File: src/rtl/agu_pkg.sv
package agu_pkg;
  localparam int NS    = 3;
  localparam int PTR_W = 2;
  localparam logic [1:0] WSEL_NONE = 2'd3;

  localparam logic [1:0] OFS_BASE   = 2'd0;
  localparam logic [1:0] OFS_STRIDE = 2'd1;
  localparam logic [1:0] OFS_EN     = 2'd2;
  localparam logic [1:0] GRP_GLOBAL = 2'd3;
  localparam logic [1:0] OFS_COUNT  = 2'd0;
  localparam logic [1:0] OFS_WSEL   = 2'd1;

  typedef enum logic [2:0] {
    ST_IDLE, ST_FETCH, ST_DRAIN, ST_READY, ST_DONE
  } agu_state_e;
endpackage

File: src/rtl/agu_cfg_regs.sv
module agu_cfg_regs
  import agu_pkg::*;
#(
  parameter int AW    = 16,
  parameter int CW    = 16,
  parameter int CFG_W = 32
) (
  input  logic                   clk_i,
  input  logic                   rst_ni,
  input  logic                   we_i,
  input  logic [3:0]             addr_i,
  input  logic [CFG_W-1:0]       wdata_i,
  output logic [NS-1:0][AW-1:0]  base_o,
  output logic [NS-1:0][AW-1:0]  stride_o,
  output logic [NS-1:0]          en_o,
  output logic [CW-1:0]          count_o,
  output logic [1:0]             wsel_o
);
  logic [1:0] grp, ofs;
  assign grp = addr_i[3:2];
  assign ofs = addr_i[1:0];

  logic unused_hi;
  assign unused_hi = ^wdata_i[CFG_W-1:AW];

  for (genvar s = 0; s < NS; s++) begin : g_strm
    always_ff @(posedge clk_i or negedge rst_ni) begin
      if (!rst_ni) begin
        base_o[s]   <= '0;
        stride_o[s] <= '0;
        en_o[s]     <= 1'b0;
      end else if (we_i && grp == 2'(s)) begin
        case (ofs)
          OFS_BASE:   base_o[s]   <= wdata_i[AW-1:0];
          OFS_STRIDE: stride_o[s] <= wdata_i[AW-1:0];
          OFS_EN:     en_o[s]     <= wdata_i[0];
          default:    ;
        endcase
      end
    end
  end

  always_ff @(posedge clk_i or negedge rst_ni) begin
    if (!rst_ni) begin
      count_o <= '0;
      wsel_o  <= WSEL_NONE;
    end else if (we_i && grp == GRP_GLOBAL) begin
      case (ofs)
        OFS_COUNT: count_o <= wdata_i[CW-1:0];
        OFS_WSEL:  wsel_o  <= wdata_i[1:0];
        default:   ;
      endcase
    end
  end
endmodule

File: src/rtl/agu_stream_ptr.sv
module agu_stream_ptr #(
  parameter int AW = 16
) (
  input  logic          clk_i,
  input  logic          rst_ni,
  input  logic          load_i,
  input  logic          adv_i,
  input  logic [AW-1:0] base_i,
  input  logic [AW-1:0] stride_i,
  output logic [AW-1:0] addr_o
);
  // running sum replaces base + i*stride; two's-complement add covers negative strides
  always_ff @(posedge clk_i or negedge rst_ni) begin
    if (!rst_ni)     addr_o <= '0;
    else if (load_i) addr_o <= base_i;
    else if (adv_i)  addr_o <= addr_o + stride_i;
  end
endmodule

File: src/rtl/agu_seq.sv
module agu_seq
  import agu_pkg::*;
#(
  parameter int CW = 16
) (
  input  logic             clk_i,
  input  logic             rst_ni,
  input  logic             start_i,
  input  logic             step_i,
  input  logic [CW-1:0]    count_i,
  input  logic [NS-1:0]    en_i,
  input  logic [1:0]       wsel_i,
  output logic             load_o,
  output logic             adv_o,
  output logic             rd_req_o,
  output logic [PTR_W-1:0] rd_idx_o,
  output logic             wr_req_o,
  output logic             cap_o,
  output logic [PTR_W-1:0] cap_idx_o,
  output logic             valid_o,
  output logic             busy_o,
  output logic             done_o
);
  agu_state_e       state_q, state_d;
  logic [PTR_W-1:0] ptr_q, ptr_d;
  logic [CW-1:0]    iter_q, iter_d;
  logic             pend_q;
  logic [PTR_W-1:0] pend_idx_q;
  logic [3:0]       en_pad;
  logic             start_ok, step_ok, last_iter, rd_active;

  assign en_pad    = 4'(en_i);
  assign start_ok  = (state_q == ST_IDLE) && start_i && (count_i != '0);
  assign step_ok   = (state_q == ST_READY) && step_i;
  assign last_iter = (iter_q == count_i - 1'b1);
  assign rd_active = en_pad[ptr_q] && (wsel_i != ptr_q);

  assign load_o    = start_ok;
  assign adv_o     = step_ok;
  assign rd_req_o  = (state_q == ST_FETCH) && rd_active;
  assign rd_idx_o  = ptr_q;
  assign wr_req_o  = step_ok && (wsel_i != WSEL_NONE) && en_pad[wsel_i];
  assign cap_o     = pend_q;
  assign cap_idx_o = pend_idx_q;
  assign valid_o   = (state_q == ST_READY);
  assign busy_o    = (state_q != ST_IDLE);
  assign done_o    = (state_q == ST_DONE);

  always_comb begin
    state_d = state_q;
    ptr_d   = ptr_q;
    iter_d  = iter_q;
    case (state_q)
      ST_IDLE: if (start_ok) begin
        state_d = ST_FETCH;
        ptr_d   = '0;
        iter_d  = '0;
      end
      ST_FETCH: begin
        if (ptr_q == PTR_W'(NS - 1)) state_d = ST_DRAIN;
        else                         ptr_d   = ptr_q + 1'b1;
      end
      ST_DRAIN: state_d = ST_READY;
      ST_READY: if (step_ok) begin
        if (last_iter) state_d = ST_DONE;
        else begin
          state_d = ST_FETCH;
          ptr_d   = '0;
          iter_d  = iter_q + 1'b1;
        end
      end
      ST_DONE: state_d = ST_IDLE;
      default: state_d = ST_IDLE;
    endcase
  end

  always_ff @(posedge clk_i or negedge rst_ni) begin
    if (!rst_ni) begin
      state_q    <= ST_IDLE;
      ptr_q      <= '0;
      iter_q     <= '0;
      pend_q     <= 1'b0;
      pend_idx_q <= '0;
    end else begin
      state_q    <= state_d;
      ptr_q      <= ptr_d;
      iter_q     <= iter_d;
      pend_q     <= rd_req_o;
      pend_idx_q <= ptr_q;
    end
  end
endmodule

File: src/rtl/tri_stream_agu.sv
module tri_stream_agu
  import agu_pkg::*;
#(
  parameter int AW    = 16,
  parameter int DW    = 32,
  parameter int CW    = 16,
  parameter int CFG_W = 32
) (
  input  logic             clk_i,
  input  logic             rst_ni,
  input  logic             cfg_we_i,
  input  logic [3:0]       cfg_addr_i,
  input  logic [CFG_W-1:0] cfg_wdata_i,
  input  logic             start_i,
  input  logic             step_i,
  input  logic [DW-1:0]    wr_data_i,
  output logic             busy_o,
  output logic             valid_o,
  output logic             done_o,
  output logic [DW-1:0]    reg0_o,
  output logic [DW-1:0]    reg1_o,
  output logic [DW-1:0]    reg2_o,
  output logic             mem_req_o,
  output logic             mem_we_o,
  output logic [AW-1:0]    mem_addr_o,
  output logic [DW-1:0]    mem_wdata_o,
  input  logic [DW-1:0]    mem_rdata_i
);
  logic [NS-1:0][AW-1:0] base, stride, cur_addr;
  logic [NS-1:0]         en;
  logic [CW-1:0]         count;
  logic [1:0]            wsel;
  logic                  load, adv, rd_req, wr_req, cap;
  logic [PTR_W-1:0]      rd_idx, cap_idx;
  logic [NS-1:0][DW-1:0] opnd_q;

  agu_cfg_regs #(.AW(AW), .CW(CW), .CFG_W(CFG_W)) u_cfg (
    .clk_i, .rst_ni,
    .we_i(cfg_we_i), .addr_i(cfg_addr_i), .wdata_i(cfg_wdata_i),
    .base_o(base), .stride_o(stride), .en_o(en),
    .count_o(count), .wsel_o(wsel)
  );

  agu_seq #(.CW(CW)) u_seq (
    .clk_i, .rst_ni, .start_i, .step_i,
    .count_i(count), .en_i(en), .wsel_i(wsel),
    .load_o(load), .adv_o(adv),
    .rd_req_o(rd_req), .rd_idx_o(rd_idx), .wr_req_o(wr_req),
    .cap_o(cap), .cap_idx_o(cap_idx),
    .valid_o, .busy_o, .done_o
  );

  for (genvar s = 0; s < NS; s++) begin : g_strm
    agu_stream_ptr #(.AW(AW)) u_ptr (
      .clk_i, .rst_ni,
      .load_i(load), .adv_i(adv),
      .base_i(base[s]), .stride_i(stride[s]),
      .addr_o(cur_addr[s])
    );

    always_ff @(posedge clk_i or negedge rst_ni) begin
      if (!rst_ni)                        opnd_q[s] <= '0;
      else if (cap && cap_idx == 2'(s))   opnd_q[s] <= mem_rdata_i;
    end
  end

  // write and reads never share a cycle: write only in READY, reads only in FETCH
  always_comb begin
    mem_addr_o = '0;
    for (int s = 0; s < NS; s++) begin
      if (wr_req && wsel == 2'(s))        mem_addr_o = cur_addr[s];
      else if (!wr_req && rd_idx == 2'(s)) mem_addr_o = cur_addr[s];
    end
  end

  assign mem_req_o   = rd_req | wr_req;
  assign mem_we_o    = wr_req;
  assign mem_wdata_o = wr_data_i;
  assign reg0_o      = opnd_q[0];
  assign reg1_o      = opnd_q[1];
  assign reg2_o      = opnd_q[2];
endmodule

File: config.mk
export PLATFORM = sky130hd
export DESIGN_NAME = tri_stream_agu
export DESIGN_NICKNAME = d
export VERILOG_FILES = /design/src/rtl/agu_pkg.sv /design/src/rtl/agu_cfg_regs.sv /design/src/rtl/agu_stream_ptr.sv /design/src/rtl/agu_seq.sv /design/src/rtl/tri_stream_agu.sv
export SDC_FILE = /design/constraint.sdc
export NUM_CORES = 1
export LEC_CHECK = 0
export ABC_CLOCK_PERIOD_IN_PS = 2340
export CORE_ASPECT_RATIO = 0.9
export CORE_MARGIN = 5
export CORE_UTILIZATION = 48
export DETAILED_ROUTE_END_ITERATION = 16
export GPL_ROUTABILITY_DRIVEN = 0
export GPL_TIMING_DRIVEN = 1
export PLACE_DENSITY = 0.77
export SYNTH_ARGS = -nofsm -noshare
export SYNTH_HDL_FRONTEND = slang
export SYNTH_SLANG_ARGS = --single-unit
File: constraint.sdc
create_clock -name clk_i -period 2.34 [get_ports clk_i]
set_input_delay 0.234 -clock clk_i [delete_from_list [all_inputs] [get_ports clk_i]]
set_output_delay 0.234 -clock clk_i [all_outputs]
set_load 0.03 [all_outputs]
==> flow_metrics.env, run 1 <==
export IMPL_die_area_um2=33400
export IMPL_grt_pass1_vias=12356
export IMPL_place_hpwl_um=28200
export IMPL_drc=0
export IMPL_worstPathMaxFanout=6
export IMPL_synth_top_area_share_pct=49.4
export IMPL_cts_buffers=30
export IMPL_synthCells=1235
export IMPL_port_buffer_count=173
export IMPL_track_usage_pct=26.3
export IMPL_cp_arrival_ns=2.72
export IMPL_coreArea_um2=29700
export IMPL_finalSetupViolCount=84
export IMPL_endpoint_kind="output pin"
export IMPL_ys_ff_latch=285
export IMPL_yosysTopAreaCell="dfrtp_1"
export IMPL_die_h_um=174
export IMPL_slew_headroom_pct=58.3
export IMPL_timing_critical_path_buf_inv=5
export IMPL_power_leakage_nw=8.76
export IMPL_ys_warn_count=0
export IMPL_cp_top_family="buffers and inverters"
export IMPL_crit_type="reg2out"
export IMPL_cp_slowest_cell="dfstp_2"
export IMPL_floorplan_initialDensity_pct=48.3
export IMPL_synth_area_per_cell_um2=11.6
export IMPL_cts_root_buf="clkbuf_16"
export IMPL_vias=11705
export IMPL_hold_viol=0
export IMPL_cp_required_ns=2.11
export IMPL_synth_area_um2=14300
export IMPL_fmax_ghz=0.338
export IMPL_wl_per_cell_um=23.1
export IMPL_die_x_um=192
export IMPL_cts_tree="yes"
export IMPL_timing_final_crit_share_pct=126
export IMPL_powerDensity_nw_per_um2=1390
export IMPL_finalClockSkew_ns=0.0234
export IMPL_nets=1703
export IMPL_clock_path_buffers=3
export IMPL_final_layout_size_suffix_gt1_share_pct=41.7
export IMPL_grt_max_degree=66
export IMPL_setup_slack_ns=-0.615
export IMPL_clk_latency_ns=0.58
export IMPL_antenna_found_initial=0
export IMPL_outcome="complete, but fails checks"
export IMPL_grt_ovfl_total=0
export IMPL_grt_pass1_wl_um=69600
export IMPL_ys_top_cells_by_area="dfrtp_1 49%, mux2_2 16%, ha_1 4.4%"
export IMPL_path_cells="nor2b_4 -> nand2_2 -> o21ai_2 -> nand2_2 -> buf_4 -> buf_12 -> nand2_4 -> o31ai_4 -> buf_12 -> buf_4 -> a22oi_2 -> a21oi_2 -> buf_6"
export IMPL_ant_nets=0
export IMPL_antenna_cells=0
export IMPL_rsz0062_at_grt="true"
export IMPL_ios=254
export IMPL_cap_violations=0
export IMPL_vias_per_cell=5.94
export IMPL_cts_clk_slew_worst_paths_ns=0.06
export IMPL_fin_crit_ns=2.96
export IMPL_post_route_util_pct=68.2
export IMPL_cts_sinks=285
export IMPL_syn_nets=1393
export IMPL_rows=60
export IMPL_fin_setup_tns_ns=-28.60
export IMPL_synth_edf_count=0
export IMPL_start_kind="flip-flop"
export IMPL_synth_ff_type="dfrtp_1"
export IMPL_cts_htree_levels=1
export IMPL_irDropWorstVdd_v=0.00136
export IMPL_finalMaxSlewViolations=0
export IMPL_synthArstFlopShare_pct=100
export IMPL_hold_path_class="in2async"
export IMPL_max_stage_delay_ns=0.55
export IMPL_ys_seq_area_share_pct=49.8
export IMPL_ys_types=69
export IMPL_firstDrtPassIters=7
export IMPL_drt_initial_drc_count=839
export IMPL_worst_slew_pin_slew_ns=0.622
export IMPL_wirelength_um=45500
export IMPL_area_delta_synth_final_pct=41.0
export IMPL_violations="setup timing"
[state kept, by name (all words and copies together) (netlist names)]
| signal | flops |
|---|---|
| u_cfg.base_o | 48 |
| u_cfg.stride_o | 48 |
| u_cfg.wsel_o | 2 |
| u_seq.cap_o | 1 |
| u_seq.cap_idx_o | 2 |
| reg2_o | 32 |
| reg0_o | 32 |
| u_seq.iter_q | 16 |
| reg1_o | 32 |
| u_seq.state_q | 3 |
| g_strm.u_ptr.addr_o | 48 |
| u_seq.rd_idx_o | 2 |
| u_cfg.count_o | 16 |
| u_cfg.en_o | 3 |
[cell usage after synthesis (4+ instances only)]
| cell type | count |
|---|---|
| and2_1 | 5 |
| nand3_1 | 10 |
| o211ai_1 | 8 |
| a22oi_1 | 49 |
| xnor2_1 | 31 |
| or2_2 | 6 |
| nand3b_1 | 8 |
| nor2b_1 | 16 |
| a21o_1 | 12 |
| a21oi_1 | 63 |
| nand2b_1 | 19 |
| mux2i_1 | 7 |
| o21a_1 | 6 |
| inv_1 | 31 |
| buf_4 | 33 |
| nor2_1 | 56 |
| nand2_1 | 60 |
| nand4_1 | 8 |
| a31oi_1 | 7 |
| and4_1 | 5 |
| and3_1 | 5 |
| nor4_1 | 4 |
| o31ai_1 | 14 |
| ha_1 | 50 |
| buf_2 | 5 |
| or4_1 | 9 |
| mux2_2 | 208 |
| dfrtp_1 | 283 |
| a221o_1 | 8 |
| nor3_1 | 15 |
| or3_1 | 11 |
| o21ai_0 | 60 |
| buf_1 | 8 |
| clkbuf_1 | 37 |
| xor2_1 | 18 |
[final timing paths]
path	from	to	slack, ns	cells past startpoint
worst max-delay path	u_cfg.wsel_o[1]	mem_addr_o[4]	-0.62	13
worst min-delay path	rst_ni	u_cfg.base_o[27]	0.21	2
worst max register to register	u_cfg.count_o[1]	u_seq.rd_idx_o[1]	-0.42	11
worst min register to register	u_seq.rd_idx_o[1]	u_seq.cap_idx_o[1]	0.46	0
max in group asynchronous	rst_ni	u_cfg.wsel_o[0]	1.40	3
min in group clk_i	mem_rdata_i[16]	reg0_o[16]	0.33	2
[metrics by stage]
step | setup WS, ns | area, µm² | hold WS [ns] | total power [mW] | std cells
floorplan | -0.139 | 14500 | -0.0616 | 15.4 | 1235
global placement | -0.317 | 17500 | 0.219 | 20.2 | 1860
detailed placement | -0.359 | 17500 | 0.217 | 20.6 | 1860
CTS | -0.580 | 19900 | 0.222 | 27.6 | 1964
global route | -0.714 | 20200 | 0.264 | 29.6 | 1971
finish | -0.615 | 20200 | 0.209 | 28.2 | 1971
[placed cells by master (no fill, tap or decap), types with 35 or more instances in the layout]
cell             synthesis  layout
buf_4                   33     132
a22oi_2                  0      48
dfrtp_1                283     281
buf_6                    0      35
nand2_1                 60      43
a21oi_1                 63      36
clkdlybuf4s50_1          0     151
ha_1                    50      46
mux2_2                 208     207
nor2_1                  56      50
[timing repair]
action,CTS,global route
resized for setup,186,80
hold buffers,1,0
setup endpoints to repair,87,85
endpoints found under the hold margin,57,0
gates cloned,14,1
buffers inserted,40,18
pin swaps,104,57
[power breakdown]
| part | switching, mW | total (mW) | internal, mW | leakage [nW] |
|---|---|---|---|---|
| combinational | 7.72 | 14.9 | 7.17 | 4.75 |
| clock | 2.06 | 5.19 | 3.13 | 0.528 |
| sequential | 1.39 | 8.11 | 6.73 | 3.48 |
| total | 11.2 | 28.2 | 17.0 | 8.76 |
[cell type report]
cell class              count  area [µm²]
fillers                  1981        9440
flip-flops and latches    285        7140
inverters                  31         121
repair buffers            361        3740
well taps                 403         504
multi-input cells         836        7620
clock inverters            16         235
clock buffers              39         855
[kinds of logic (layout without fill, tap and decap cells)]
| group | Yosys count | in the layout | synth area share [%] |
|---|---|---|---|
| adder cells (fa/ha/maj) | 53 | 53 | 4.78 |
| buffers and inverters | 114 | 447 | 3.89 |
| flip-flops | 285 | 285 | 49.8 |
| multiplexers | 215 | 215 | 16.8 |
| AO/OA/AOI/OAI | 267 | 267 | 12.2 |
| XOR/XNOR | 49 | 49 | 2.99 |
| AND/OR/NAND/NOR | 252 | 252 | 9.50 |
[layer usage]
metal / part of all wire [%] / up-vias / global-route usage, %
li1: - / 5119 / -
met1: 39 / 5867 / 33.6
met2: 48 / 544 / 43.6
met3: 8.3 / 175 / 5.52
met4: 5.3 / 0 / 10.6
met5: 0 / - / 0
[worst reg2reg max path: stages (launching register included)]
cell	delay, ns
dfrtp_1	0.44
inv_2	0.09
ha_4	0.17
buf_4	0.13
nor2b_1	0.11
or3_1	0.34
a31oi_1	0.26
nand4_1	0.17
and4bb_1	0.36
a21oi_2	0.09
or2_1	0.24
a32o_1	0.23
No activity file was read; power rests on OpenSTA's default activity.
==> run 2: changes to the inputs <==
--- a/config.mk
+++ b/config.mk
@@ -5,7 +5,7 @@
 export SDC_FILE = /design/constraint.sdc
 export NUM_CORES = 1
 export LEC_CHECK = 0
-export ABC_CLOCK_PERIOD_IN_PS = 2340
+export ABC_CLOCK_PERIOD_IN_PS = 2470
 export CORE_ASPECT_RATIO = 0.9
 export CORE_MARGIN = 5
 export CORE_UTILIZATION = 48
@@ -16,3 +16,4 @@
 export SYNTH_ARGS = -nofsm -noshare
 export SYNTH_HDL_FRONTEND = slang
 export SYNTH_SLANG_ARGS = --single-unit
+export TNS_END_PERCENT = 20
==> constraint.sdc (replaced) <==
create_clock -name clk_i -period 2.47 [get_ports clk_i]
set_input_delay 0.247 -clock clk_i [delete_from_list [all_inputs] [get_ports clk_i]]
set_output_delay 0.247 -clock clk_i [all_outputs]
set_load 0.03 [all_outputs]
==> run 2 against run 1 <==
Critical path type unchanged. First-iteration DRC count down 16%. Sequential cell count unchanged. Sequential share of layout area up 2.5 points. Non-clock buffer count down 70. Global-route usage down 3.5 points. Die area unchanged. Count of clock-buffer cells in the layout up 4. Critical endpoint is now mem_addr_o[7]. Register-to-register slack better by 0.11 ns. Sequential power down 6.4%. The flow still finishes with violations (setup timing). Wire length down 14%. Via count down 7.9%.
==> flow_metrics.env, run 2 (synthesized netlist as in run 1, its figures left out) <==
export IMPL_crit_type="reg2out"
export IMPL_clock_path_buffers=3
export IMPL_wirelength_um=39200
export IMPL_worstReg2RegStart="u_cfg.count_o[0]"
export IMPL_grt_ovfl_total=0
export IMPL_p_int_mw=15.4
export IMPL_p_sw_mw=9.68
export IMPL_die_area_um2=33400
export IMPL_layout_common_cells="283 x dfrtp_1, 208 x mux2_2, 153 x clkdlybuf4s50_1"
export IMPL_final_layout_size_suffix_gt1_share_pct=32.6
export IMPL_grt_use_met1_pct=31.3
export IMPL_placed_cell_area_um2=17200
export IMPL_drc=0
export IMPL_outcome="complete, but fails checks"
export IMPL_use_met3_pct=4.28
export IMPL_place_hpwl_um=27000
export IMPL_clk_latency_ns=0.58
export IMPL_ant_nets=0
export IMPL_cts_tree="yes"
export IMPL_cts_buffers=31
export IMPL_violations="setup timing"
export IMPL_die_h_um=174
export IMPL_vias=10786
export IMPL_path_cells="mux2i_1 -> o21ai_1 -> nand2_2 -> buf_6 -> mux2i_4 -> buf_12 -> clkbuf_16 -> nor2_2 -> a21oi_4 -> buf_12"
export IMPL_grt_use_met2_pct=37.9
export IMPL_cts_clk_slew_worst_paths_ns=0.06
export IMPL_fin_setup_tns_ns=-13.15
export IMPL_floorplan_initialDensity_pct=48.3
export IMPL_post_route_util_pct=63.6
export IMPL_vias_per_cell=5.66
export IMPL_ios=254
export IMPL_worstPathMaxFanout=6
export IMPL_hold_viol=0
export IMPL_top_usage_layer="met2"
export IMPL_firstDrtPassIters=5
export IMPL_cts_root_buf="clkbuf_16"
export IMPL_setup_slack_ns=-0.539
export IMPL_coreArea_um2=29700
export IMPL_grt_max_degree=66
export IMPL_cts_htree_levels=1
export IMPL_drt_initial_drc_count=703
export IMPL_cp_slowest_cell="dfstp_2"
export IMPL_fmax_ghz=0.332
export IMPL_area_delta_synth_final_pct=31.5
export IMPL_reg_top3="g_strm.u_ptr.addr_o: 48 flops, u_cfg.base_o: 48 flops, u_cfg.stride_o: 48 flops"
export IMPL_cp_required_ns=2.22
export IMPL_p_comb_share_pct=49.5
export IMPL_finalClockSkew_ns=0.0223
export IMPL_powerDensity_nw_per_um2=1330
export IMPL_power_share_clock_pct=20.2
export IMPL_critPathLaunch="u_cfg.wsel_o[0]"
export IMPL_rsz0062_at_grt="true"
export IMPL_fin_crit_ns=3.01
export IMPL_grt_pass1_wl_um=61900
export IMPL_swShare_pct=38.6
export IMPL_track_usage_pct=22.8
export IMPL_final_common_cell="dfrtp_1"
export IMPL_start_kind="flip-flop"
export IMPL_p_seq_share_pct=30.3
export IMPL_max_stage_delay_ns=0.55
export IMPL_die_x_um=192
export IMPL_pre_cts_slack_ns=-0.249
export IMPL_antenna_cells=0
export IMPL_timing_final_crit_share_pct=122
export IMPL_cap_violations=0
export IMPL_wl_per_cell_um=20.6
export IMPL_antenna_found_initial=0
export IMPL_cts_sinks=285
export IMPL_irDropWorstVdd_v=0.00110
export IMPL_finalMaxSlewViolations=0
export IMPL_cp_common_cell="buf_12"
export IMPL_port_buffer_count=173
export IMPL_power_leakage_nw=8.18
export IMPL_grt_pass1_vias=11273
export IMPL_final_area_um2=18800
export IMPL_nets=1634
export IMPL_endpoint_kind="output pin"
export IMPL_worst_slew_pin_slew_ns=0.562
export IMPL_finalSetupViolCount=72
export IMPL_cp_arrival_ns=2.76
export IMPL_rows=60
export IMPL_hold_path_class="in2async"
export IMPL_slew_headroom_pct=62.5
-- run 2: worst paths after layout --
kind / slack, ns / cells after the start / endpoint
min reg2reg: 0.47 / 0 / u_seq.cap_idx_o[1]
max: -0.54 / 10 / mem_addr_o[7]
max reg2reg: -0.31 / 11 / u_seq.iter_q[12]
min: 0.22 / 2 / u_cfg.base_o[25]
max in group asynchronous: 1.53 / 3 / reg2_o[27]
min in group clk_i: 0.34 / 2 / reg2_o[15]
-- run 2: power by group through the flow --
stage	Sequential (mW)	Combinational, mW	Clock [mW]
finish	7.59	12.4	5.08
global route	7.80	13.3	5.37
CTS	7.55	12.1	5.15
detailed placement	7.58	11.6	0
global placement	7.49	11.4	0
floorplan	8.93	5.51	0
-- run 2: area by class of cell --
class                   count  area, µm²
fillers                  2224      10800
clock buffers              43        881
clock inverters            15        255
flip-flops and latches    285       7130
well taps                 403        504
multi-input cells         836       7070
repair buffers            291       2890
inverters                  31        116
-- run 2: stage by stage --
| step | cells | hold slack, ns | power (mW) |
|---|---|---|---|
| floorplan | 1235 | -0.0486 | 14.4 |
| global placement | 1838 | 0.234 | 18.9 |
| detailed placement | 1838 | 0.242 | 19.2 |
| CTS | 1901 | 0.241 | 24.8 |
| global route | 1904 | 0.270 | 26.4 |
| finish | 1904 | 0.222 | 25.1 |
-- run 2: per-layer routing --
metal / wire [µm] / vias to the layer above
li1: - / 4979
met1: 17000 / 5397
met2: 18800 / 350
met3: 2590 / 60
met4: 711 / 0
met5: 0 / -
-- run 2: critical path: cells and delay by family (launching register included) --
kind	cells	cell delay, ns
buf+inv	4	0.59
flops	1	0.55
compound gates	2	0.26
simple gates	2	0.23
mux	2	0.55
-- run 2: repair_timing --
item | in CTS | in global routing
endpoints found under the setup margin | 80 | 84
gates cloned | 1 | 1
hold endpoints to repair | 57 | 0
setup buffers | 3 | 4
hold buffers | 1 | 0
resized for setup | 37 | 59
pin swaps | 11 | 8
